## config.mk

```make
export PLATFORM = sky130hd
export DESIGN_NAME = slotted_ack_seq
export DESIGN_NICKNAME = d
export VERILOG_FILES = /design/src/rtl/ackseq_pkg.sv /design/src/rtl/ackseq_qualify.sv /design/src/rtl/ackseq_timer.sv /design/src/rtl/slotted_ack_seq.sv
export SDC_FILE = /design/constraint.sdc
export NUM_CORES = 1
export LEC_CHECK = 0
export ABC_AREA = 0
export ABC_CLOCK_PERIOD_IN_PS = 2600
export BUFFER_PORTS_ARGS = -buffer_cell sky130_fd_sc_hd__buf_2
export CAP_MARGIN = 10
export CELL_PAD_IN_SITES_DETAIL_PLACEMENT = 0
export CELL_PAD_IN_SITES_GLOBAL_PLACEMENT = 2
export CORE_UTILIZATION = 35
export CTS_CLUSTER_SIZE = 12
export DETAILED_ROUTE_END_ITERATION = 7
export PLACE_DENSITY = 0.79
export SLEW_MARGIN = 20
export SYNTH_ARGS = -nofsm -noshare
export SYNTH_HDL_FRONTEND = slang
export SYNTH_SLANG_ARGS = --single-unit
```

## constraint.sdc

```tcl
create_clock -name clk -period 2.6 [get_ports clk]
set_input_delay 0.52 -clock clk [delete_from_list [all_inputs] [get_ports clk]]
set_output_delay 0.52 -clock clk [all_outputs]
set_load 0.01 [all_outputs]
```

## src/rtl/ackseq_pkg.sv

```systemverilog
package ackseq_pkg;

  typedef enum logic [1:0] {
    S_IDLE  = 2'd0,
    S_TURN  = 2'd1,
    S_WAIT  = 2'd2,
    S_DELAY = 2'd3
  } seq_state_e;

  localparam logic [2:0] ST_NONE      = 3'd0;
  localparam logic [2:0] ST_SUCCESS   = 3'd1;
  localparam logic [2:0] ST_SUCC_WAIT = 3'd2;

  localparam logic [2:0] FT_DATA = 3'd1;
  localparam logic [2:0] FT_CMD  = 3'd3;

endpackage

```

## src/rtl/ackseq_qualify.sv

```systemverilog
module ackseq_qualify
  import ackseq_pkg::*;
(
  input  logic       rx_end,
  input  logic [2:0] rx_ftype,
  input  logic       rx_ack_req,
  output logic       accept
);

  logic type_ok;

  always_comb begin
    type_ok = (rx_ftype == FT_DATA) || (rx_ftype == FT_CMD);
    accept  = rx_end && rx_ack_req && type_ok;
  end

endmodule

```

## src/rtl/ackseq_timer.sv

```systemverilog
module ackseq_timer #(
  parameter int W = 11
) (
  input  logic         clk,
  input  logic         rst_n,
  input  logic         start,
  input  logic [W-1:0] len,
  output logic         expired
);

  logic [W-1:0] cnt;
  logic         running;

  always_ff @(posedge clk or negedge rst_n) begin
    if (!rst_n) begin
      running <= 1'b0;
      cnt     <= '0;
    end else if (start) begin
      running <= 1'b1;
      cnt     <= len - 1'b1;
    end else if (running) begin
      if (cnt == '0) running <= 1'b0;
      else           cnt     <= cnt - 1'b1;
    end
  end

  assign expired = running && (cnt == '0);

  // a new interval is only launched while no interval is in flight
  a_r3_no_restart: assert property (@(posedge clk) disable iff (!rst_n)
    start |-> !running);

endmodule

```

## src/rtl/slotted_ack_seq.sv

```systemverilog
module slotted_ack_seq
  import ackseq_pkg::*;
#(
  parameter int CLK_MHZ       = 16,
  parameter int SYMBOL_US     = 16,
  parameter int READY_SYMBOLS = 6,
  parameter int TRIG_DELAY_US = 16
) (
  input  logic       clk,
  input  logic       rst_n,
  input  logic       slotted_en,
  input  logic       rx_end,
  input  logic [2:0] rx_ftype,
  input  logic       rx_ack_req,
  input  logic       host_trig,
  output logic [2:0] ack_status,
  output logic       ack_tx_start
);

  localparam int READY_CYC = READY_SYMBOLS * SYMBOL_US * CLK_MHZ;
  localparam int TRIG_CYC  = TRIG_DELAY_US * CLK_MHZ;
  localparam int MAX_CYC   = (READY_CYC > TRIG_CYC) ? READY_CYC : TRIG_CYC;
  localparam int CNT_W     = $clog2(MAX_CYC + 1);
  localparam logic [CNT_W-1:0] READY_LEN = CNT_W'(READY_CYC);
  localparam logic [CNT_W-1:0] TRIG_LEN  = CNT_W'(TRIG_CYC);

  seq_state_e       state;
  logic             slot_q;
  logic             accept;
  logic             tmr_start;
  logic [CNT_W-1:0] tmr_len;
  logic             tmr_done;

  ackseq_qualify u_qual (
    .rx_end     (rx_end),
    .rx_ftype   (rx_ftype),
    .rx_ack_req (rx_ack_req),
    .accept     (accept)
  );

  always_comb begin
    tmr_start = ((state == S_IDLE) && accept) || ((state == S_WAIT) && host_trig);
    tmr_len   = (state == S_WAIT) ? TRIG_LEN : READY_LEN;
  end

  ackseq_timer #(.W(CNT_W)) u_tmr (
    .clk     (clk),
    .rst_n   (rst_n),
    .start   (tmr_start),
    .len     (tmr_len),
    .expired (tmr_done)
  );

  always_ff @(posedge clk or negedge rst_n) begin
    if (!rst_n) begin
      state        <= S_IDLE;
      slot_q       <= 1'b0;
      ack_status   <= ST_NONE;
      ack_tx_start <= 1'b0;
    end else begin
      ack_tx_start <= 1'b0;
      unique case (state)
        S_IDLE: if (accept) begin
          state  <= S_TURN;
          slot_q <= slotted_en;
        end
        S_TURN: if (tmr_done) begin
          if (slot_q) begin
            state      <= S_WAIT;
            ack_status <= ST_SUCC_WAIT;
          end else begin
            state        <= S_IDLE;
            ack_status   <= ST_SUCCESS;
            ack_tx_start <= 1'b1;
          end
        end
        S_WAIT: if (host_trig) state <= S_DELAY;
        S_DELAY: if (tmr_done) begin
          state        <= S_IDLE;
          ack_status   <= ST_SUCCESS;
          ack_tx_start <= 1'b1;
        end
        default: state <= S_IDLE;
      endcase
    end
  end

  // strobe is a single-cycle pulse
  a_r5_one_cycle_strobe: assert property (@(posedge clk) disable iff (!rst_n)
    ack_tx_start |=> !ack_tx_start);

  // strobe always accompanied by plain success and idle
  a_r6_strobe_success: assert property (@(posedge clk) disable iff (!rst_n)
    ack_tx_start |-> (ack_status == ST_SUCCESS && state == S_IDLE));

  // waiting state is always host-visible
  a_r3_wait_status: assert property (@(posedge clk) disable iff (!rst_n)
    (state == S_WAIT) |-> (ack_status == ST_SUCC_WAIT));

  // without a trigger the wait persists and nothing is sent
  a_r4_wait_holds: assert property (@(posedge clk) disable iff (!rst_n)
    (state == S_WAIT && !host_trig) |=> (state == S_WAIT && !ack_tx_start));

  // a trigger while idle never leaves idle
  a_r7_idle_trig_ignored: assert property (@(posedge clk) disable iff (!rst_n)
    (state == S_IDLE && !accept) |=> (state == S_IDLE && !ack_tx_start));

  // unslotted turnaround never shows the waiting code
  a_r8_no_wait_code: assert property (@(posedge clk) disable iff (!rst_n)
    (state == S_TURN && !slot_q) |=> (ack_status != ST_SUCC_WAIT));

endmodule

```

## After elaboration in Yosys (flattened, before gate mapping)

Index checks and enable logic that the tools add are counted.

| operators by class | value |
|---|---|
| equal/unequal tests | 10 |
| multiplexer cells | 21 |
| reduce and logical (&&, ||, !) cells | 15 |
| add/subtract/negate cells | 2 |

Operator list:

| kind | number |
|---|---|
| 2-to-1 mux 11 bit | 4 |
| subtractor 11 x 1 -> 11 bit, second input constant | 2 |
| 2-to-1 mux 2 bit | 6 |
| logical NOT 11 bit | 1 |
| inequality test 2 bit, second input constant | 5 |
| case mux 2 bit (4 select lines) | 1 |
| 2-to-1 mux 1 bit | 6 |
| 2-to-1 mux 3 bit | 2 |
| case mux 3 bit (2 select lines) | 1 |
| logical AND 1 bit | 5 |
| equality test 2 bit, second input constant | 2 |
| AND reduction 2 bit | 2 |
| AND reduction 4 bit | 1 |
| nonzero test 2 bit | 2 |
| equality test 3 x 1 -> 1 bit, second input constant | 1 |
| equality test 3 x 2 -> 1 bit, second input constant | 1 |
| AND reduction 3 bit | 1 |
| equality test 2 x 1 -> 1 bit, second input constant | 1 |
| logical NOT 2 bit | 1 |
| logical OR 1 bit | 2 |
| case mux 1 bit (2 select lines) | 1 |

| word-level totals | value |
|---|---|
| word-level logic and storage cells | 54 |
| output and inout port bits | 4 |
| register bits after elaboration | 19 |
| input port bits | 9 |

## Longest topological paths before layout

| depth | value |
|---|---|
| depth in word-level cells | 7 |
| mapped depth | 9 |
| mapped depth without buffers | 8 |

## Cells and area by module

A second synthesis with hierarchy kept.

| second synthesis, totals | value |
|---|---|
| cells, all modules | 125 |
| area, all modules | 1298.7 µm² |

Modules (own cells, without submodules):

| module | cells an instance | instances | area an instance (µm²) |
|---|---|---|---|
| ackseq_timer | 101 | 1 | 1016.0 |
| slotted_ack_seq | 23 | 1 | 272.8 |
| ackseq_qualify | 1 | 1 | 10.0 |

## Least setup slack after synthesis

No wires, ideal clock.

| path | value |
|---|---|
| path type | input to register |
| start | in rx_ack_req |
| end | reg u_tmr.cnt[8] |
| stages | 9 |
| library setup time | 0.139 ns |
| required time | 2.461 ns |
| buffers on the path | 1 |
| path slack | 0.126 ns |
| data arrival time | 2.336 ns |
| cells stage by stage | and4b_1 -> a21oi_1 -> nand2_1 -> ha_1 -> clkbuf_2 -> inv_1 -> a311oi_1 -> o21a_1 -> or4_1 |

| on the way | value |
|---|---|
| longest elaborated chain between the ends | 6 |
| elaborated cells between the ends (all ways) | 8 |

Ends and longest elaborated chain:

| item | RTL line | text |
|---|---|---|
| from (decl) | slotted_ack_seq.sv:14 | `input logic rx_ack_req,` |
| logical AND 1 bit (*) (2 in series) | ackseq_qualify.sv:14 | `accept = rx_end && rx_ack_req && type_ok;` |
| logical AND 1 bit (*) | slotted_ack_seq.sv:42 | `tmr_start = ((state == S_IDLE) && accept) \|\| ((state == S_WAIT) && host_trig);` |
| logical OR 1 bit (*) | slotted_ack_seq.sv:42 |  |
| inequality test 2 bit (no line) / nonzero test 2 bit (equally long branches) | - |  |
| AND reduction 2 bit (no line) | - |  |
| to (signal assigned) | ackseq_timer.sv:20 | `cnt <= len - 1'b1;` |
| to (signal assigned) | ackseq_timer.sv:23 | `else cnt <= cnt - 1'b1;` |
| to (decl) | ackseq_timer.sv:11 | `logic [W-1:0] cnt;` |

Mark *: on every way between the ends. The rest lies on a longest branch, timed or not.
A chain may end at the register's enable or synchronous reset.

==> metrics.txt <==
status=finished, final reports clean; Crit. path cell count=8; reg2reg setup slack=0.27 ns; top-count cell post-synth=dfrtp_1; Die Y=56.3 um; number of remaining DRC errors=0; FMAX=429 MHz; IO Pins=13; post-cts sizing count=0; Critical Setup Path Class=reg -> reg; Max Slew Vio Count=0; critical path's largest stage delay=0.46 ns; top cell type's share of synthesized area=43.6%; count of different cell masters after synthesis=40; CP endpoint=u_tmr.cnt[8]; mapped cell area=1030 sq um; I/O Buffers=10; Worst-Margin Slew=0.582 ns; core area=2780 sq um; Sum Neg Setup Slack=0 ns; pin count of the biggest net entering global routing=19; worst-path maximum fanout=8; HPWL after DPL=1.69 mm; placed inst area=1130 sq um; RSZ-0062 raised after global routing=no; CTS buffer count=3; top cells by area, synth=dfrtp_1 44%, a21oi_1 3.9%, nor2_1 3.3%, mux2_2 3.3%, nor3_1 2.9%; global route total overflow=0; Post-synth EDFFs=0; first-pass GRT wire length=3.93 mm; Die W=56.3 um; Post-synth ARST share=100%; Max VDD drop=0.472 mV; Post-synth top flop=dfrtp_1; Antenna Cells=0; H-tree Lvls=1; CTS tree=yes; Fin Hold WS=0.152 ns; clock slew at reported path FFs=0.10 ns; Mapped Cells=105; hold_buf cts=0; pre-CTS setup slack=0.0744 ns; cell taking the most area after synthesis=dfrtp_1; critical path, cell by cell=and3b_1 -> a21oi_1 -> nand2_1 -> ha_1 -> inv_1 -> a311oi_1 -> o21a_1 -> or4_1; Rows=19; nets@finish=131; kind of start point of the critical path=register; Core Util, Final=42.1%; Total Wirelength=2.25 mm; cell area after layout=1170 sq um; fillers=281; period utilization=89.7%; power per cell area=943 nW/um^2; postcts setup bufs=0; vias in the first global route=825; max cap viols=0; WP data required=2.77 ns; per-cell routed wire length=14.9 um; Crit-path slowest cell=dfrtp_1; register area share after synthesis=43.6%; share of cells above drive strength 1=24.2%; syn nets=115; Synth Warn #=0; Max Buffers Root-to-Sink=2; Leakage=0.000531 uW; Yosys reg bits=18; Post-synth top cells=18 x dfrtp_1, 9 x nor2_1, 8 x a21oi_1; Worst EP arrival=2.50 ns; slew margin rel.=60.9%; Reg2Reg Depth=8; CTS root buffer=clkbuf_4; GPL Wtd Cong=0.749; DR vias/cell=5.62; via count=848; crit end category=register; clock sinks=18; WP buf/inv=1; Final Hold Viols=0; DR iter-0 viols=17; Hold Path Class=in -> async; later-pin clock latency in the skew report=0.29 ns; die area=3170 sq um; Routed Antenna Nets=0; syn avg cell area=9.84 sq um; # setup viols final=0; R2R Path End=u_tmr.cnt[8]; Starting Density=37.2%; Layout Skew=0.00205 ns; Area Overhead vs Synth=13.3%; initial antenna violation count=0; drt pass-1 iters=4; fin crit period=2.33 ns; Worst Setup Slack, final=0.267 ns; CP top delay family=simple AND/OR/NAND/NOR gates; all-layer global routing usage=15.9%
==> where the power goes <==
group          switching [uW]  internal, uW  total (uW)  leakage [uW]
logic                     240           199         439      0.000291
clock network            84.5          85.2         170     0.0000210
registers                 121           374         495      0.000220
==> routing by layer <==
layer  GRT usage, %  share of wire [%]  up-vias
met4           4.18               0.80        0
met3           4.15                3.3        2
met2           27.4                 49       16
li1               -                  -      428
met5              0                  0        -
met1           19.8                 47      402
==> registers in the layout, summed over array words and instances, names as in the netlist, named ones only <==
| register | cells |
|---|---|
| state | 1 |
| slot_q | 1 |
| u_tmr.running | 1 |
| ack_tx_start | 1 |
| ack_status | 2 |
| u_tmr.cnt | 11 |
==> how the worst min path moves through the flow <==
stage	from	end	cells past startpoint	slack, ns
2_1_floorplan	rst_n	async pin	0	0.22
3_3_place_gp	rst_n	u_tmr.cnt[4]	1	0.47
3_5_place_dp	rst_n	u_tmr.cnt[3]	1	0.49
4_1_cts	rst_n	u_tmr.cnt[10]	1	0.15
5_1_grt	rst_n	u_tmr.cnt[10]	1	0.17
6_report	rst_n	u_tmr.cnt[3]	1	0.15
==> cells in the final DEF (no fill, tap or decap), drive strengths merged <==
| cell type | n |
|---|---|
| mux2 | 3 |
| nor4 | 2 |
| and3b | 1 |
| buf | 14 |
| and3 | 3 |
| a41oi | 1 |
| and4 | 4 |
| a21oi | 8 |
| clkbuf | 4 |
| nor3 | 7 |
| or3 | 1 |
| a311oi | 1 |
| inv | 4 |
| xor2 | 1 |
| or2 | 2 |
| o21a | 1 |
| o2111ai | 1 |
| nand4b | 1 |
| nor2 | 9 |
| nand3 | 3 |
| xnor2 | 1 |
| a211oi | 4 |
| nand3b | 2 |
| a21o | 1 |
| o211ai | 1 |
| or4 | 3 |
| o21ai | 4 |
| nand2 | 5 |
| nand4 | 2 |
| mux2i | 2 |
| and4b | 1 |
| nor2b | 3 |
| ha | 1 |
| conb | 1 |
| dfrtp | 18 |
==> kinds of logic after synthesis <==
group / Yosys count / share of synthesized area (%)
AOI/OAI and AO/OA: 22 / 15.3
muxes: 5 / 5.21
buffers and inverters: 7 / 3.15
and+or+nand+nor: 49 / 29.5
xor gates and xnor gates: 2 / 1.70
DFF: 18 / 43.6
adders and majority gates: 1 / 1.21
other: 1 / 0.363
==> cell type report <==
type | instances | area, sq um | area share (%)
Clock buffer | 4 | 36.3 | 3.10
Timing Repair Buffer | 14 | 80.1 | 6.84
Tap cell | 31 | 38.8 | 3.31
Sequential cell | 18 | 450 | 38.5
Inverter | 4 | 15.0 | 1.28
Multi-Input combinational cell | 80 | 551 | 47.0
==> stage by stage <==
stage,power (uW),instances
floorplan,805,105
global placement,929,147
detailed placement,940,147
CTS,1120,151
global route,1200,151
finish,1100,151
(Power assumes the default switching activity.)
